`config.mk`:
```
export PLATFORM = sky130hd
export DESIGN_NAME = vio_core
export DESIGN_NICKNAME = d
export VERILOG_FILES = /design/src/rtl/vio_pkg.sv /design/src/rtl/vio_in_monitor.sv /design/src/rtl/vio_out_driver.sv /design/src/rtl/vio_core.sv
export SDC_FILE = /design/constraint.sdc
export NUM_CORES = 1
export LEC_CHECK = 0
export BUFFER_PORTS_ARGS = -buffer_cell sky130_fd_sc_hd__buf_4
export CORE_UTILIZATION = 53
export DETAILED_ROUTE_END_ITERATION = 6
export GPL_ROUTABILITY_DRIVEN = 0
export PLACE_DENSITY_LB_ADDON = 0.08
export REMOVE_ABC_BUFFERS = 1
export SETUP_SLACK_MARGIN = 0.02
export SLEW_MARGIN = 30
export SYNTH_ARGS = -nofsm -noshare
export SYNTH_HDL_FRONTEND = slang
export SYNTH_SLANG_ARGS = --single-unit
```
`constraint.sdc`:
```
create_clock -name clk_i -period 1.6 [get_ports clk_i]
set_input_delay 0.32 -clock clk_i [delete_from_list [all_inputs] [get_ports clk_i]]
set_output_delay 0.32 -clock clk_i [all_outputs]
set_load 0.03 [all_outputs]
```
`src/rtl/vio_pkg.sv`:
```
package vio_pkg;
  localparam int unsigned VIO_ADDR_W = 4;
  typedef logic [VIO_ADDR_W-1:0] vio_addr_t;

  localparam vio_addr_t ADDR_IN     = 4'h0;
  localparam vio_addr_t ADDR_ACT    = 4'h1;
  localparam vio_addr_t ADDR_STATIC = 4'h2;
  localparam vio_addr_t ADDR_PLAY   = 4'h3;
  localparam vio_addr_t ADDR_PAT    = 4'h8;
endpackage

```
`src/rtl/vio_in_monitor.sv`:
```
module vio_in_monitor #(
  parameter int unsigned IN_W = 8
) (
  input  logic            clk_i,
  input  logic            rst_ni,
  input  logic [IN_W-1:0] data_i,
  input  logic            clr_i,
  output logic [IN_W-1:0] value_o,
  output logic [IN_W-1:0] rise_o,
  output logic [IN_W-1:0] fall_o
);
  logic [IN_W-1:0] smp_q, prv_q;
  logic [1:0]      fill_q;

  always_ff @(posedge clk_i or negedge rst_ni) begin
    if (!rst_ni) begin
      smp_q  <= '0;
      prv_q  <= '0;
      fill_q <= '0;
    end else begin
      smp_q  <= data_i;
      prv_q  <= smp_q;
      fill_q <= {fill_q[0], 1'b1};
    end
  end

  // compare only once both history stages hold real samples
  logic armed;
  assign armed = fill_q[1];

  for (genvar i = 0; i < IN_W; i++) begin : g_cell
    logic rise_q, fall_q;
    logic up, dn;
    assign up = armed &  smp_q[i] & ~prv_q[i];
    assign dn = armed & ~smp_q[i] &  prv_q[i];

    // set wins over clear in the same cycle
    always_ff @(posedge clk_i or negedge rst_ni) begin
      if (!rst_ni) begin
        rise_q <= 1'b0;
        fall_q <= 1'b0;
      end else begin
        rise_q <= (rise_q & ~clr_i) | up;
        fall_q <= (fall_q & ~clr_i) | dn;
      end
    end

    assign rise_o[i] = rise_q;
    assign fall_o[i] = fall_q;
  end

  assign value_o = smp_q;
endmodule

```
`src/rtl/vio_out_driver.sv`:
```
module vio_out_driver #(
  parameter int unsigned OUT_W   = 4,
  parameter int unsigned PAT_LEN = 16
) (
  input  logic                            clk_i,
  input  logic                            rst_ni,
  input  logic                            static_we_i,
  input  logic [OUT_W-1:0]                static_d_i,
  input  logic [OUT_W-1:0]                pat_we_i,
  input  logic [PAT_LEN-1:0]              pat_d_i,
  input  logic                            go_i,
  input  logic [OUT_W-1:0]                go_mask_i,
  output logic [OUT_W-1:0]                static_o,
  output logic [OUT_W-1:0][PAT_LEN-1:0]   pat_o,
  output logic [OUT_W-1:0]                play_o,
  output logic [OUT_W-1:0]                out_o
);
  localparam int unsigned CNT_W = (PAT_LEN > 1) ? $clog2(PAT_LEN) : 1;
  localparam logic [CNT_W-1:0] LAST = CNT_W'(PAT_LEN - 1);

  logic [OUT_W-1:0] static_q, play_q;
  logic [CNT_W-1:0] cnt_q;

  always_ff @(posedge clk_i or negedge rst_ni) begin
    if (!rst_ni) begin
      static_q <= '0;
      play_q   <= '0;
      cnt_q    <= '0;
    end else begin
      if (static_we_i) static_q <= static_d_i;
      if (go_i) begin
        play_q <= go_mask_i;
        cnt_q  <= '0;
      end else if (|play_q) begin
        cnt_q <= cnt_q + 1'b1;
        if (cnt_q == LAST) play_q <= '0;
      end
    end
  end

  for (genvar k = 0; k < OUT_W; k++) begin : g_bit
    logic [PAT_LEN-1:0] pat_q, shf_q;
    logic               drv_q;

    always_ff @(posedge clk_i or negedge rst_ni) begin
      if (!rst_ni) begin
        pat_q <= '0;
        shf_q <= '0;
        drv_q <= 1'b0;
      end else begin
        if (pat_we_i[k]) pat_q <= pat_d_i;
        // playback runs from a private copy taken at launch
        if (go_i && go_mask_i[k]) shf_q <= pat_q;
        else if (play_q[k])       shf_q <= shf_q >> 1;
        drv_q <= play_q[k] ? shf_q[0] : static_q[k];
      end
    end

    assign pat_o[k] = pat_q;
    assign out_o[k] = drv_q;
  end

  assign static_o = static_q;
  assign play_o   = play_q;
endmodule

```
`src/rtl/vio_core.sv`:
```
module vio_core
  import vio_pkg::*;
#(
  parameter int unsigned IN_W    = 8,
  parameter int unsigned OUT_W   = 4,
  parameter int unsigned PAT_LEN = 16,
  parameter int unsigned DATA_W  = 32
) (
  input  logic                  clk_i,
  input  logic                  rst_ni,
  input  logic                  reg_we_i,
  input  logic                  reg_re_i,
  input  logic [VIO_ADDR_W-1:0] reg_addr_i,
  input  logic [DATA_W-1:0]     reg_wdata_i,
  output logic [DATA_W-1:0]     reg_rdata_o,
  input  logic [IN_W-1:0]       data_i,
  output logic [OUT_W-1:0]      out_o
);
  logic [IN_W-1:0]                in_val, rise, fall;
  logic [2*IN_W-1:0]              act_flags;
  logic                           act_clr;
  logic [OUT_W-1:0]               static_q, play_mask, pat_we;
  logic [OUT_W-1:0][PAT_LEN-1:0]  pat;
  logic                           static_we, go;
  logic                           unused_wdata;

  assign act_clr   = reg_re_i  && (reg_addr_i == ADDR_ACT);
  assign static_we = reg_we_i  && (reg_addr_i == ADDR_STATIC);
  assign go        = reg_we_i  && (reg_addr_i == ADDR_PLAY);
  assign unused_wdata = ^reg_wdata_i;

  for (genvar k = 0; k < OUT_W; k++) begin : g_pat_dec
    assign pat_we[k] = reg_we_i && (reg_addr_i == ADDR_PAT + vio_addr_t'(k));
  end

  vio_in_monitor #(.IN_W(IN_W)) u_in (
    .clk_i   (clk_i),
    .rst_ni  (rst_ni),
    .data_i  (data_i),
    .clr_i   (act_clr),
    .value_o (in_val),
    .rise_o  (rise),
    .fall_o  (fall)
  );

  assign act_flags = {fall, rise};

  vio_out_driver #(.OUT_W(OUT_W), .PAT_LEN(PAT_LEN)) u_out (
    .clk_i       (clk_i),
    .rst_ni      (rst_ni),
    .static_we_i (static_we),
    .static_d_i  (reg_wdata_i[OUT_W-1:0]),
    .pat_we_i    (pat_we),
    .pat_d_i     (reg_wdata_i[PAT_LEN-1:0]),
    .go_i        (go),
    .go_mask_i   (reg_wdata_i[OUT_W-1:0]),
    .static_o    (static_q),
    .pat_o       (pat),
    .play_o      (play_mask),
    .out_o       (out_o)
  );

  always_comb begin
    reg_rdata_o = '0;
    if (reg_addr_i == ADDR_IN)     reg_rdata_o[IN_W-1:0]   = in_val;
    if (reg_addr_i == ADDR_ACT)    reg_rdata_o[2*IN_W-1:0] = act_flags;
    if (reg_addr_i == ADDR_STATIC) reg_rdata_o[OUT_W-1:0]  = static_q;
    if (reg_addr_i == ADDR_PLAY)   reg_rdata_o[OUT_W-1:0]  = play_mask;
    for (int k = 0; k < OUT_W; k++) begin
      if (reg_addr_i == ADDR_PAT + vio_addr_t'(k)) reg_rdata_o[PAT_LEN-1:0] = pat[k];
    end
  end
endmodule

```
==> flow_metrics.py <==
metrics = {
    "run_status": {
        "status": "complete, but fails checks",
        "violations": "negative setup slack",
    },
    "grt": {
        "grt_pass1_wl_microns": 33100,
        "grt_max_degree": 72,
        "grt.total_usage_pct": 27.8,
        "grt_pass1_vias": 6025,
        "grt_overflow": 0,
        "antenna_found_initial": 0,
    },
    "layout": {
        "drive_gt1_share_pct": 37.0,
        "most-common-layout-cells": "dfrtp_1, buf_4, nor2_1",
        "nNetsFinal": 887,
        "multiInputGateArea_sq_mm": 0.00372,
        "fillCellCount": 1067,
        "seqCellArea_sq_mm": 0.00446,
        "stdcell_count": 1035,
        "area_growth_pct": 28.3,
        "fin_area_sq_mm": 0.0104,
        "mostFrequentLayoutCell": "dfrtp_1",
        "diodes": 0,
    },
    "worst_setup_path": {
        "crit_arrival_ns": 1.65,
        "r2r-end": "u_out.cnt_q[1]$_DFFE_PN0P_",
        "r2r_cells": 5,
        "cp_max_fo": 2,
        "worstSetupPathType": "register to primary output",
        "endpoint_kind": "primary output",
        "reg2reg_slack_ns": 0.04,
        "required_ns": 1.28,
        "r2r_start": "u_out.play_o[2]$_DFFE_PN0P_",
        "cp-start-kind": "register",
    },
    "synthesis": {
        "syn_area_sq_mm": 0.00814,
        "synth_compound_area_share_pct": 10.5,
        "synth-xor-area-share_pct": 0.323,
        "avgSynthCellArea_sq_um": 11.3,
        "synth_enable_flop_cells": 0,
        "syn_inst": 721,
        "ys.flop_type": "dfrtp_1",
        "ys.warnings.count": 0,
        "async_flop_share_pct": 100,
        "synth_area_leaders": "dfrtp_1, mux2_2, mux2i_1",
        "synthMuxAreaShare_pct": 19.5,
        "synth_top_family_by_area": "multiplexers",
        "synth_top_area_share_pct": 54.7,
        "synth_area_leader_cell": "dfrtp_1",
        "synth_seq_cells": 178,
        "synth_adder_area_share_pct": 0.154,
        "ys_seq_area_share_pct": 54.7,
        "synthDistinctLibCells": 50,
        "yosys.area_share.simple_pct": 9.82,
    },
    "sta": {
        "fin_crit_sh_pct": 123,
        "layout_min_cycle_time_ns": 1.97,
        "setup_violations": 16,
        "slew_viol_final": 0,
        "setup_ws_ns": -0.370,
        "fmax_mhz": 508,
        "rsz0062_at_grt": "true",
        "worst_pin_slew_ns": 0.543,
        "tns_ns": -3.13,
        "finClkSkew_ns": 0.00764,
        "relSlewSlack_pct": 63.8,
        "hold_violations": 0,
        "whs_ns": 0.126,
    },
    "clock_network": {
        "cts_tree": "done",
        "cts_buffers": 17,
        "clock_latency_ns": 0.44,
        "htree_num_levels": 4,
        "cts_sinks": 178,
        "cts_root_buffer": "clkbuf_16",
        "path_clk_slew_ns": 0.07,
        "clk_path_buf_depth": 2,
    },
    "hold_path": {
        "holdPathStages": 2,
        "hold_path.class": "input port to register",
        "hold_end": "u_out.g_bit[2].pat_q[6]$_DFFE_PN0P_",
        "hold_path.startpoint": "reg_wdata_i[6]",
    },
    "place": {
        "dpl.hpwl_microns": 14100,
        "dpl_worst_slack_ns": -0.431,
        "place_inst": 963,
        "io_buffers": 51,
        "dpl_cell_area_sq_mm": 0.00896,
    },
    "power_and_ir_drop": {
        "p_per_area_mw_per_mm2": 1470,
        "ir_worst_vdd_uv": 956,
        "p_leak_nw": 4.65,
    },
    "die": {
        "placementRows": 44,
        "coreArea_sq_mm": 0.0148,
        "io_pins": 84,
        "die-area_sq_mm": 0.0159,
        "die_h_microns": 126,
        "die_w_microns": 126,
        "start_util_pct": 55.2,
    },
    "flow_run": {
        "drv_cap": 0,
    },
    "detailed_routing": {
        "via_count": 6049,
        "drt-initial-drc-count": 495,
        "drt-pass1-iter-count": 5,
        "drc": 0,
        "ant_nets": 0,
        "vias_per_cell": 5.84,
        "finalWirelength_microns": 21200,
        "detail_route.wl_per_cell_microns": 20.4,
    },
}
[area by class of cell]
cell class	instances	share of cell area, %
Inverter	5	0.180
Multi-Input combinational cell	487	35.6
Sequential cell	178	42.7
Timing Repair Buffer	149	13.8
Tap cell	184	2.20
Clock inverter	13	1.25
Clock buffer	19	4.24
[registers in the layout, indices dropped and copies added (netlist names)]
signal              cells
u_out.cnt_q             4
u_in.g_cell.rise_q      8
u_out.g_bit.shf_q      64
u_in.g_cell.fall_q      8
u_out.g_bit.pat_q      64
u_out.static_o          4
u_out.play_o            4
u_in.value_o            8
u_in.fill_q             2
u_in.prv_q              8
u_out.g_bit.drv_q       4
[power breakdown]
group	internal, mW	total [mW]	switching [mW]
combinational	2.33	4.45	2.12
clock	2.21	4.03	1.82
sequential	5.84	6.90	1.06
[cells in the mapped netlist (8+ instances only)]
master and number:
mux2i_1 74, mux2_2 74, o221ai_1 12, dfrtp_1 178, nor2_1 79, nand3_1 13
buf_2 21, buf_4 26, a21oi_1 70, o21ai_0 29, o22ai_1 8, clkbuf_1 17
nand2_1 48
[worst max-delay path by stage]
stage	start	to	depth (start not counted)
3_5_place_dp	reg_addr_i[1]	reg_rdata_o[7]	8
4_1_cts	u_in.value_o[7]$_DFF_PN0_	reg_rdata_o[7]	5
3_3_place_gp	reg_addr_i[0]	reg_rdata_o[2]	6
2_1_floorplan	u_out.play_o[2]$_DFFE_PN0P_	reg_rdata_o[2]	4
5_1_grt	u_in.value_o[7]$_DFF_PN0_	reg_rdata_o[7]	5
6_report	u_in.value_o[7]$_DFF_PN0_	reg_rdata_o[7]	5
[through the flow]
step                      power, mW  util, %
after floorplan                9.30        -
after global placement         10.6     60.8
after detailed placement       10.8     60.8
after CTS                      15.2     68.3
after global routing           16.1     70.8
final                          15.4     70.8
[critical path: stages (launching register included)]
cell and delay, ns:
dfrtp_1 0.38, mux2_2 0.26, a32oi_1 0.16, o211ai_1 0.11, o21a_1 0.15, buf_6 0.14
[repair_timing]
action,4_1_cts,5_1_grt
hold buffers,9,0
gates resized for setup,94,35
gates cloned,0,2
hold endpoints to repair,157,0
pin swaps,33,19
setup endpoints to repair,22,19
setup buffers,12,21
[layer usage]
| metal | track usage, % | vias to the layer above | wire length, microns |
|---|---|---|---|
| li1 | - | 2756 | - |
| met3 | 5.78 | 43 | 972 |
| met1 | 38.0 | 3059 | 9420 |
| met2 | 43.9 | 191 | 10300 |
| met4 | 10.3 | 0 | 513 |
| met5 | 0 | - | 0 |
[kinds of logic (layout without fill, tap and decap cells)]
logic type,Yosys count,count (layout)
compound gates,144,144
mux,149,149
xor+xnor,3,3
buf+inv,71,186
fa+ha+maj,1,1
simple gates,173,173
other cells,2,17
flops,178,178
(Power assumes the default switching activity.)
